==> src/rtl/isc_pkg.sv <==
package isc_pkg;
    typedef enum logic [2:0] {
        PH_DRAG  = 3'd0,
        PH_PLAIN = 3'd1,
        PH_CATCH = 3'd2,
        PH_GAP   = 3'd3,
        PH_FINAL = 3'd4
    } phase_e;

    localparam int SECS_PER_MIN = 60;
endpackage

==> src/rtl/isc_phase_decode.sv <==
module isc_phase_decode
    import isc_pkg::*;
#(
    parameter int MIN_W         = 6,
    parameter int SEC_W         = 6,
    parameter int DRAG_LAST_MIN = 30,
    parameter int HOUR_LAST_MIN = 59,
    parameter int CATCH_END_SEC = 40,
    parameter int TAIL_SECS     = 3
) (
    input  logic [MIN_W-1:0] cur_min,
    input  logic [SEC_W-1:0] cur_sec,
    output phase_e           phase,
    output logic             in_tail
);
    localparam int TAIL_FIRST = SECS_PER_MIN - TAIL_SECS;

    always_comb begin
        in_tail = (int'(cur_sec) >= TAIL_FIRST);
        if (int'(cur_min) == HOUR_LAST_MIN) begin
            if (in_tail)
                phase = PH_FINAL;
            else if (int'(cur_sec) < CATCH_END_SEC)
                phase = PH_CATCH;
            else
                phase = PH_GAP;
        end else if (int'(cur_min) <= DRAG_LAST_MIN) begin
            phase = PH_DRAG;
        end else begin
            phase = PH_PLAIN;
        end
    end
endmodule

==> src/rtl/isc_catchup_ctr.sv <==
module isc_catchup_ctr #(
    parameter int CATCH_PULSES = 20,
    localparam int CNT_W       = $clog2(CATCH_PULSES + 1)
) (
    input  logic             clk,
    input  logic             rst,
    input  logic             tick,
    input  logic             rearm,
    input  logic             want,
    output logic             fire,
    output logic [CNT_W-1:0] count
);
    logic [CNT_W-1:0] cnt_q;
    logic [CNT_W-1:0] base;

    always_comb begin
        base = rearm ? '0 : cnt_q;
        fire = want && (int'(base) < CATCH_PULSES);
    end

    always_ff @(posedge clk) begin
        if (rst)
            cnt_q <= '0;
        else if (tick)
            cnt_q <= base + CNT_W'(fire);
    end

    assign count = cnt_q;
endmodule

==> src/rtl/isc_manual_stretch.sv <==
module isc_manual_stretch #(
    parameter int PULSE_SECS = 3,
    localparam int STR_W     = $clog2(PULSE_SECS)
) (
    input  logic clk,
    input  logic rst,
    input  logic tick,
    input  logic req,
    output logic hold
);
    logic             req_q;
    logic [STR_W-1:0] left_q;
    logic             edge_seen;

    assign edge_seen = req && !req_q;
    assign hold      = req || (left_q != '0);

    always_ff @(posedge clk) begin
        if (rst) begin
            req_q  <= 1'b0;
            left_q <= '0;
        end else if (tick) begin
            req_q <= req;
            if (edge_seen)
                left_q <= STR_W'(PULSE_SECS - 1);
            else if (left_q != '0)
                left_q <= left_q - 1'b1;
        end
    end
endmodule

==> src/rtl/impulse_seq.sv <==
module impulse_seq
    import isc_pkg::*;
#(
    parameter int MIN_W         = 6,
    parameter int SEC_W         = 6,
    parameter int DRAG_LAST_MIN = 30,
    parameter int HOUR_LAST_MIN = 59,
    parameter int CATCH_END_SEC = 40,
    parameter int CATCH_PULSES  = 20,
    parameter int TAIL_SECS     = 3,
    parameter int MAN_SECS      = 3
) (
    input  logic             clk,
    input  logic             rst,
    input  logic             sec_tick,
    input  logic [MIN_W-1:0] cur_min,
    input  logic [SEC_W-1:0] cur_sec,
    input  logic             man_adv,
    output logic             line_norm,
    output logic             line_sync
);
    localparam int CNT_W = $clog2(CATCH_PULSES + 1);

    phase_e           state_q;
    phase_e           phase_nxt;
    logic             in_tail;
    logic             rearm;
    logic             want;
    logic             fire;
    logic [CNT_W-1:0] catch_cnt;
    logic             man_hold;
    logic             norm_d;
    logic             sync_d;

    isc_phase_decode #(
        .MIN_W(MIN_W), .SEC_W(SEC_W), .DRAG_LAST_MIN(DRAG_LAST_MIN),
        .HOUR_LAST_MIN(HOUR_LAST_MIN), .CATCH_END_SEC(CATCH_END_SEC),
        .TAIL_SECS(TAIL_SECS)
    ) u_dec (
        .cur_min(cur_min), .cur_sec(cur_sec),
        .phase(phase_nxt), .in_tail(in_tail)
    );

    // re-arm on entering the hour end from an earlier phase
    assign rearm = (state_q == PH_DRAG || state_q == PH_PLAIN) &&
                   (phase_nxt == PH_CATCH || phase_nxt == PH_GAP ||
                    phase_nxt == PH_FINAL);
    assign want  = (phase_nxt == PH_CATCH) && !cur_sec[0];

    isc_catchup_ctr #(.CATCH_PULSES(CATCH_PULSES)) u_ctr (
        .clk(clk), .rst(rst), .tick(sec_tick), .rearm(rearm),
        .want(want), .fire(fire), .count(catch_cnt)
    );

    isc_manual_stretch #(.PULSE_SECS(MAN_SECS)) u_man (
        .clk(clk), .rst(rst), .tick(sec_tick), .req(man_adv),
        .hold(man_hold)
    );

    // state register
    always_ff @(posedge clk) begin
        if (rst)
            state_q <= PH_DRAG;
        else if (sec_tick)
            state_q <= phase_nxt;
    end

    // output decode
    always_comb begin
        unique case (phase_nxt)
            PH_DRAG:  begin norm_d = in_tail; sync_d = in_tail; end
            PH_PLAIN: begin norm_d = in_tail; sync_d = 1'b0;    end
            PH_CATCH: begin norm_d = fire;    sync_d = 1'b0;    end
            PH_GAP:   begin norm_d = 1'b0;    sync_d = 1'b0;    end
            PH_FINAL: begin norm_d = 1'b1;    sync_d = 1'b1;    end
            default:  begin norm_d = 1'b0;    sync_d = 1'b0;    end
        endcase
    end

    always_ff @(posedge clk) begin
        if (rst) begin
            line_norm <= 1'b0;
            line_sync <= 1'b0;
        end else if (sec_tick) begin
            line_norm <= norm_d || man_hold;
            line_sync <= sync_d;
        end
    end
endmodule

==> config.mk <==
export PLATFORM = sky130hd
export DESIGN_NAME = impulse_seq
export DESIGN_NICKNAME = d
export VERILOG_FILES = /design/src/rtl/isc_pkg.sv /design/src/rtl/isc_phase_decode.sv /design/src/rtl/isc_catchup_ctr.sv /design/src/rtl/isc_manual_stretch.sv /design/src/rtl/impulse_seq.sv
export SDC_FILE = /design/constraint.sdc
export NUM_CORES = 1
export LEC_CHECK = 0
export BUFFER_PORTS_ARGS = -buffer_cell sky130_fd_sc_hd__buf_2
export CAP_MARGIN = 0
export CORE_MARGIN = 1
export CORE_UTILIZATION = 45
export DETAILED_ROUTE_END_ITERATION = 8
export PLACE_DENSITY = 0.72
export SLEW_MARGIN = 20
export SYNTH_ARGS = -nofsm -noshare
export SYNTH_HDL_FRONTEND = slang
export SYNTH_HIERARCHICAL = 1
export SYNTH_SLANG_ARGS = --single-unit
==> constraint.sdc <==
create_clock -name clk -period 2.7 [get_ports clk]
set_clock_uncertainty 0.1 [all_clocks]
set_input_delay 0.135 -clock clk [delete_from_list [all_inputs] [get_ports clk]]
set_output_delay 0.135 -clock clk [all_outputs]
set_load 0.02 [all_outputs]
# Yosys cells after proc, flatten, opt, wreduce, memory -nomap -nowiden
# Index checks and enable logic that the tools add are counted.
[word_totals]
ff_bits = 13
latchBits = 0
mem_bits_rw = 0
rom_bits = 0
in_bits = 16
elab_cells = 44
mem_count = 0
[op_classes]
add_sub_neg = 2
multipliers = 0
n_div = 0
magnitude_cmp = 4
eq_ne = 6
shifts = 0
muxes = 9
bitwise = 0
reduce_logical = 17
[ops]
columns = ["operator", "n"]
rows = [
  ["3-bit by 1-bit equality test with 1-bit output (second input constant)", 2],
  ["3-bit by 2-bit equality test with 1-bit output (second input constant)", 2],
  ["6-bit by 4-bit equality test with 1-bit output (second input constant)", 1],
  ["6-bit >= comparator (second input constant)", 1],
  ["6-bit by 5-bit <= comparator with 1-bit output (second input constant)", 1],
  ["3-bit zero test", 2],
  ["6-bit < comparator (second input constant)", 1],
  ["3-bit two-way mux", 2],
  ["5-bit by 1-bit adder with 5-bit output", 1],
  ["1-bit logical OR", 5],
  ["5-bit < comparator (second input constant)", 1],
  ["5-bit two-way mux", 1],
  ["1-bit logical AND", 4],
  ["2-bit two-way mux", 2],
  ["2-bit nonzero test", 2],
  ["3-bit equality test (second input constant)", 1],
  ["1-bit one-hot mux with 3 select lines", 1],
  ["1-bit zero test", 2],
  ["1-bit two-way mux", 2],
  ["1-bit one-hot mux with 2 select lines", 1],
  ["2-bit AND reduction", 1],
  ["2-bit OR reduction", 1],
  ["2-bit by 1-bit subtractor with 2-bit output (second input constant)", 1],
]

# Depth between registers and ports, before layout
# Gate-level depths: netlist of run 1.
[depth]
depth_word = 13
mapped_depth = 12
mapped_depth_nobuf = 12

# Modules after synthesis
# The synthesis of run 1 kept the hierarchy.
[by_module_without_submodules]
columns = ["mod", "n_inst", "cells_per_inst", "area_each_um2", "seq_area_each_um2"]
rows = [
  ["isc_catchup_ctr", 1, 32, 280.3, 100.1],
  ["impulse_seq", 1, 23, 211.5, 80.1],
  ["isc_manual_stretch", 1, 17, 160.2, 60.1],
  ["isc_phase_decode", 1, 10, 65.1, 0.0],
]

# Worst setup path after synthesis of run 1
# No wires, ideal clock.
[synth_path]
path_type = "input -> register"
from = "in cur_min[4]"
to = "reg u_ctr.cnt_q[2], in the netlist u_ctr/count[2]"
setup_time_ns = 0.116
arrival_ns = 2.369
required_time_ns = 2.484
slack_ns = 0.115
cell_stages = 11
path_buffers = 0
cell_sequence = "nand4_1 > or3b_1 > nor3_2 > mux2i_1 > nor3_1 > o31a_1 > ha_1 > ha_1 > o21ai_0 > a32oi_1 > nor2_1"
[synth_lines]
columns = ["element", "line_no", "rtl"]
rows = [
  ["start, declared", "impulse_seq.sv:16", "input logic [MIN_W-1:0] cur_min,"],
  ["6-bit by 4-bit equality test with 1-bit output *", "isc_phase_decode.sv:20", "if (int'(cur_min) == HOUR_LAST_MIN) begin"],
  ["3-bit two-way mux *", "isc_phase_decode.sv:20", ""],
  ["via phase_nxt[2]", "impulse_seq.sv:25", "phase_e phase_nxt;"],
  ["3-bit by 2-bit equality test with 1-bit output", "impulse_seq.sv:46", "(phase_nxt == PH_CATCH || phase_nxt == PH_GAP ||"],
  ["1-bit logical OR", "impulse_seq.sv:46", ""],
  ["1-bit logical OR *", "impulse_seq.sv:46", ""],
  ["1-bit logical AND *", "impulse_seq.sv:45", "assign rearm = (state_q == PH_DRAG || state_q == PH_PLAIN) &&"],
  ["via rearm", "impulse_seq.sv:27", "logic rearm;"],
  ["5-bit two-way mux *", "isc_catchup_ctr.sv:17", "base = rearm ? '0 : cnt_q;"],
  ["5-bit < comparator *", "isc_catchup_ctr.sv:18", "fire = want && (int'(base) < CATCH_PULSES);"],
  ["1-bit logical AND *", "isc_catchup_ctr.sv:18", ""],
  ["via fire", "impulse_seq.sv:29", "logic fire;"],
  ["5-bit by 1-bit adder with 5-bit output *", "isc_catchup_ctr.sv:25", "cnt_q <= base + CNT_W'(fire);"],
  ["end signal, assigned", "isc_catchup_ctr.sv:25", ""],
  ["end, declared", "isc_catchup_ctr.sv:13", "logic [CNT_W-1:0] cnt_q;"],
]
# Mark *: on every way through the listed nets, which the timed path passes. The rest lies on a longest branch.
# A chain may end at the register's enable or synchronous reset.

# Worst setup path after layout of run 1
# Ends and elaborated chain as after synthesis.

==> flow_summary.toml, run 1 <==
[floorplan]
core_area_sq_mm = 0.001489
dieArea_sq_mm = 0.001757
die_x_um = 41.92
initial_core_util_pct = 48.15
pin_count = 18
row_count = 14
die_y_um = 41.92

[synthesis]
synthDistinctLibCells = 29
syn-num-nets = 101
ys.flop_type = "dfxtp_1"
netlist_instances = 82
yosysWarningCount = 6
async_flop_share_pct = 0
netlist_area_sq_um = 716.9
synth.avg_cell_area_sq_um = 8.743
yosys_register_bits = 12
synth-edff-count = 0
seq_area_frac_synth_pct = 33.51

[power]
swShare_pct = 24.69
p_leak_nw = 0.3675
switching_power_w = 0.00008522
p_int_w = 0.0002599
clockPowerShare_pct = 30.2
p_seq_share_pct = 53.3
power_w = 0.0003452
power_density_mw_per_mm2 = 405.1
comb_power_share_pct = 16.5
ir_drop_v = 0.0003521

[cts]
post-cts-setup-buffer-count = 0
hold_buffers = 0
clk_path_buf_depth = 2
clk_latency_ns = 0.26
clkSinkCount = 12
cts_root_buf = "clkbuf_4"
cts-resized-gates = 0
cts.clk_slew.worst_paths_ns = 0.07
htreeDepth = 1
tritoncts = "done"
cts_inserted_buffers = 3

[sta]
timing.slew.headroom_pct = 74.42
hold_ws_ns = 0.04665
period_share_pct = 88.19
rsz0062_at_grt = "no"
setup_viol = 0
setup_tns_ns = 0
fmaxAchievable_ghz = 0.4200
slew_viol_final = 0
tightest_slew_ns = 0.3837
hold_viol = 0
finalWorstPathRequiredPeriod_ns = 2.381

[worst_setup_path]
reg2reg_slack_ns = 0.94
max_stage_delay_ns = 0.44
reg2reg_from = "state_q[1]"
crit_path_end_kind = "flop"
cp_data_required_time_ns = 2.80
critical_path_peak_fanout = 5
crit_family = "simple AND/OR/NAND/NOR gates"
startpoint_type = "input port"
worst-path-stages = 13
worstPathArrival_ns = 2.48
crit_chain = "buf_2 > nand4_1 > or3b_1 > nor2_1 > nor2_1 > mux2i_1 > nor3_1 > o31a_1 > ha_1 > ha_1 > o21ai_0 > a32oi_1 > nor2_1"
crit_top_cell = "nor2_1"
critPathLaunch = "cur_min[4]"
r2r_cells = 8
crit_type = "input port to flop"
crit_end = "u_ctr/count[2]"
cp_slowest_cell = "or3b_1"
r2r-end = "u_ctr/count[2]"
crit_buf_inv = 1

[placement]
placed_cell_area_sq_um = 829.5
gp_congestion = 0.7558
dp_cells = 116
numPortBuffers = 17
dp_hpwl_um = 1054

[layout]
drive_gt1_share_pct = 26.21
fill_cells = 141
area_delta_synth_final_pct = 18.85
diodes = 0
fin_area_sq_um = 852.1
final_cells = 119
final_nets = 124

[detailed_routing]
vias = 670
drc = 0
viasPerCell = 5.630
routedWlPerCell_um = 11.58
dr.pass1.iters = 4
antenna_left = 0
wl_um = 1378
drt-initial-drc-count = 6

[global_route]
grt_max_degree = 22
groute.usage.overall_pct = 17.60
grt_pass1_wl_um = 2304
antenna_found_initial = 0
grt_pass1_vias = 592
grt_overflow = 0

[job]
maxCapViolations = 0

[worst_hold_path]
hold_depth = 3
hp-class = "input port to flop"

[outcome]
outcome = "completed"
==> area by class of cell <==
class,count,area [sq um],area share [%]
clock buffer,3,22.52,2.643
sequential,12,240.2,28.19
timing repair buffer,20,107.6,12.63
inverter,4,15.01,1.762
tap,16,20.02,2.349
multi-input combinational,64,446.7,52.42
==> logic make-up after synthesis <==
logic type / after synthesis / share of synthesized area (%)
buffers and inverters: 6 / 4.187
flip-flops: 12 / 33.51
multiplexers: 7 / 9.774
AND/OR/NAND/NOR: 38 / 30.72
AO/OA/AOI/OAI: 16 / 16.58
adder cells (fa/ha/maj): 3 / 5.236
==> sequential cells by signal, indices dropped and copies added (netlist names) <==
signal        count
line_norm         1
line_sync         1
state_q           2
u_ctr/count       5
u_man/left_q      2
u_man/req_q       1
==> per-layer routing <==
layer / routed length [um] / vias to the layer above / track usage, % / part of all wire (%)
li1: - / 343 / - / -
met1: 620 / 307 / 20.71 / 45
met2: 661 / 18 / 29.38 / 48
met3: 78 / 2 / 3.913 / 5.7
met4: 18 / 0 / 9.677 / 1.3
met5: 0 / - / 0 / 0
==> power groups by stage <==
stage          clock network [W]  registers, W  logic [W]
2_1_floorplan                  0      0.000190  0.0000325
3_3_place_gp                   0      0.000188  0.0000554
3_5_place_dp                   0      0.000188  0.0000571
4_1_cts                 0.000111      0.000184  0.0000573
5_1_grt                 0.000118      0.000185  0.0000633
6_report                0.000104      0.000184  0.0000568
==> worst min-delay path by stage <==
stage                       start          end  slack (ns)
after floorplan               rst    line_norm        0.10
after global placement    man_adv  u_man/req_q        0.30
after detailed placement  man_adv  u_man/req_q        0.31
after CTS                 man_adv  u_man/req_q        0.03
after global routing      man_adv  u_man/req_q        0.04
final                     man_adv  u_man/req_q        0.05
==> cell usage after synthesis (2+ instances only) <==
cell type	n	area, sq um
a21oi_1	5	25.02
mux2i_1	7	70.07
o21ai_0	3	15.01
nor3b_1	3	22.52
nor3_1	2	10.01
nand3_1	3	15.01
o211ai_1	2	15.01
nor2b_1	3	18.77
inv_1	4	15.01
dfxtp_1	12	240.2
nor2_1	11	41.29
ha_1	3	37.54
nand4_1	5	31.28
nand2b_1	4	25.02
==> worst reg2reg max path, cell delays in order (launching register included) <==
cell and delay [ns]:
dfxtp_1 0.32, nor3_1 0.25, buf_4 0.20, nor2b_1 0.05, ha_1 0.21, ha_1 0.23
o21ai_0 0.16, a32oi_1 0.08, nor2_1 0.11
==> metrics by stage <==
stage / utilization (%) / worst slack [ns]
after floorplan: - / 0.1146
after global placement: 55.71 / 0.1196
after detailed placement: 55.71 / 0.07365
after CTS: 57.23 / 0.3401
after global routing: 57.23 / 0.04863
final: 57.23 / 0.3190
==> placed cells by master, fill, tap and decap left out, types with 2 or more instances in the layout <==
cell type / instances
mux2i_1: 7
dfxtp_1: 12
nor2b_1: 3
o21ai_0: 3
o211ai_1: 2
nand2b_1: 4
nand4_1: 5
nor3b_1: 3
a21oi_1: 5
ha_1: 3
nor3_1: 2
inv_1: 4
buf_4: 3
clkbuf_4: 3
buf_2: 17
nor2_1: 11
nand3_1: 3
Power figures use the tool's default switching activity.
==> inputs of run 2 (changes only) <==
Settings changed: ABC_AREA set to 1, CORE_UTILIZATION 45 to 46.
==> run 2 against run 1 <==
  * The flow now finishes with violations (DRC)
  * Critical endpoint is now u_ctr/count[4]
  * Synthesized cell count is 50% higher
  * Largest cell class unchanged
  * Largest power group unchanged
  * Design area up 12%
  * Critical path type unchanged
  * Core utilization rose by 3.9 points
  * Highest routed layer is now met3
==> flow_summary.toml, run 2 <==
[outcome]
outcome = "complete, but fails checks"
violations = "DRC"

[synthesis]
synthTopCellsByCount = "nand2_1, inv_1, nor2_1"
synth.avg_cell_area_sq_um = 6.459
synth_area_leaders = "dfxtp_1, nand2_1, inv_1"
netlist_instances = 123
yosys_register_bits = 12
netlist.area_leader.share_pct = 30.24
yosysWarningCount = 6
synthDistinctLibCells = 23
synth-edff-count = 0
async_flop_share_pct = 0
yosysTopAreaCell = "dfxtp_1"
netlist_area_sq_um = 794.5
seq_area_frac_synth_pct = 30.24
syn-num-nets = 142
ys.flop_type = "dfxtp_1"
synthMostInstantiatedCell = "nand2_1"

[detailed_routing]
antenna_left = 0
drc = 2
viasPerCell = 4.870
drt-initial-drc-count = 12
wl_um = 1446
vias = 789
routedWlPerCell_um = 8.926
dr.pass1.iters = 6

[layout]
layout_common_cells = "nand2_1, inv_1, nor2_1"
area_delta_synth_final_pct = 20.00
final_nets = 166
largest_reg_flops = 5
final_common_cell = "nand2_1"
post-route-util_pct = 61.16
final_cells = 162
fin_area_sq_um = 953.4
drive_gt1_share_pct = 28.77
diodes = 0

[floorplan]
row_count = 14
die_x_um = 43.56
initial_core_util_pct = 50.96
core_area_sq_mm = 0.001559
pin_count = 18
die_y_um = 43.56
dieArea_sq_mm = 0.001897

[cts]
cts-resized-gates = 0
clkSinkCount = 12
tritoncts = "done"
cts_inserted_buffers = 3
hold_buffers = 1
clk_path_buf_depth = 2
cts.clk_slew.worst_paths_ns = 0.08
clk_latency_ns = 0.27
htreeDepth = 1
post-cts-setup-buffer-count = 0
cts_root_buf = "clkbuf_4"

[worst_setup_path]
startpoint_type = "input port"
worstPathArrival_ns = 2.16
crit_type = "input port to flop"
reg2reg_from = "state_q[1]"
critPathLaunch = "cur_min[2]"
crit_chain = "buf_2 > inv_1 > nand2_2 > nand3b_4 > nor2_1 > inv_2 > nand2_1 > nand2_1 > nand2_1 > nor2_2 > o31a_1 > ha_1 > ha_1 > nand2_1 > inv_1 > nand2_1 > nand2_1 > nand2_1 > nor2_1"
crit_top_cell = "nand2_1"
r2r-end = "u_ctr/count[4]"
cp_data_required_time_ns = 2.77
reg2reg_slack_ns = 0.94
max_stage_delay_ns = 0.32
cp_slowest_cell = "o31a_1"
crit_path_end_kind = "flop"
r2r_cells = 12
critical_path_peak_fanout = 5
crit_end = "u_ctr/count[4]"

[power]
p_leak_nw = 0.5038
power_density_mw_per_mm2 = 425.3
ir_drop_v = 0.0003680

[global_route]
grt_pass1_wl_um = 2511
grt_overflow = 0
antenna_found_initial = 0
grt_max_degree = 17
grt_pass1_vias = 686
groute.usage.overall_pct = 17.36

[placement]
dp_cells = 157
gp_congestion = 0.7528
numPortBuffers = 17
dp_hpwl_um = 1182
dpl_worst_slack_ns = 0.3077
placed_cell_area_sq_um = 907.1

[sta]
setup_viol = 0
finalWorstPathRequiredPeriod_ns = 2.092
fmaxAchievable_ghz = 0.4779
period_share_pct = 77.49
rsz0062_at_grt = "no"
worst_slack_ns = 0.6076
slew_viol_final = 0
tightest_slew_ns = 0.3142
hold_viol = 0
setup_tns_ns = 0
timing.slew.headroom_pct = 78.97

[job]
maxCapViolations = 0

[worst_hold_path]
hp-class = "input port to flop"
==> run 2: where the power goes <==
group | switching, W | internal, W | total, W
clock | 0.0000596 | 0.0000819 | 0.000142
sequential | 0.00000376 | 0.000186 | 0.000190
combinational | 0.0000431 | 0.0000313 | 0.0000744
total | 0.000106 | 0.000299 | 0.000405
==> run 2: worst max-delay path, delay by kind of cell <==
family | cells | cell delay (ns)
and+or+nand+nor | 12 | 1.01
adders and majority gates | 2 | 0.40
buffers and inverters | 4 | 0.27
AOI/OAI and AO/OA | 1 | 0.32
==> run 2: routing by layer <==
metal / routed length [um] / vias to the layer above / share of wire, % / global-route usage, %
li1: - / 432 / - / -
met1: 685 / 345 / 47 / 20.10
met2: 698 / 12 / 48 / 31.34
met3: 62 / 0 / 4.3 / 6.250
met4: 0 / 0 / 0 / 1.875
met5: 0 / - / 0 / 0
==> run 2: area by class of cell <==
class                           count  area [sq um]
Clock buffer                        4         36.28
Fill cell                         155         605.6
Inverter                           23         87.58
Multi-Input combinational cell     88         466.7
Sequential cell                    12         240.2
Tap cell                           16         20.02
Timing Repair Buffer               19         102.6
==> run 2: cell families after synthesis <==
| group | Yosys count | synth area share [%] |
|---|---|---|
| AO/OA/AOI/OAI | 19 | 13.86 |
| adder cells (fa/ha/maj) | 3 | 4.725 |
| buffers and inverters | 23 | 11.02 |
| flip-flops | 12 | 30.24 |
| AND/OR/NAND/NOR | 66 | 40.16 |
==> run 2: worst min path at each step <==
stage,depth (start not counted),slack [ns],startpoint,to
floorplan,1,0.1,rst,line_sync
global placement,2,0.26,rst,line_sync
detailed placement,2,0.27,rst,line_sync
CTS,3,0.01,man_adv,u_man/req_q
global route,3,0.02,man_adv,u_man/req_q
finish,3,0.03,man_adv,u_man/req_q
==> run 2: per-stage QoR <==
step	hold WS (ns)	total power, W
floorplan	0.09744	0.0002406
finish	0.03162	0.0004055
global route	0.01637	0.0004287
CTS	0.01429	0.0004130
global placement	0.2616	0.0002637
detailed placement	0.2680	0.0002665
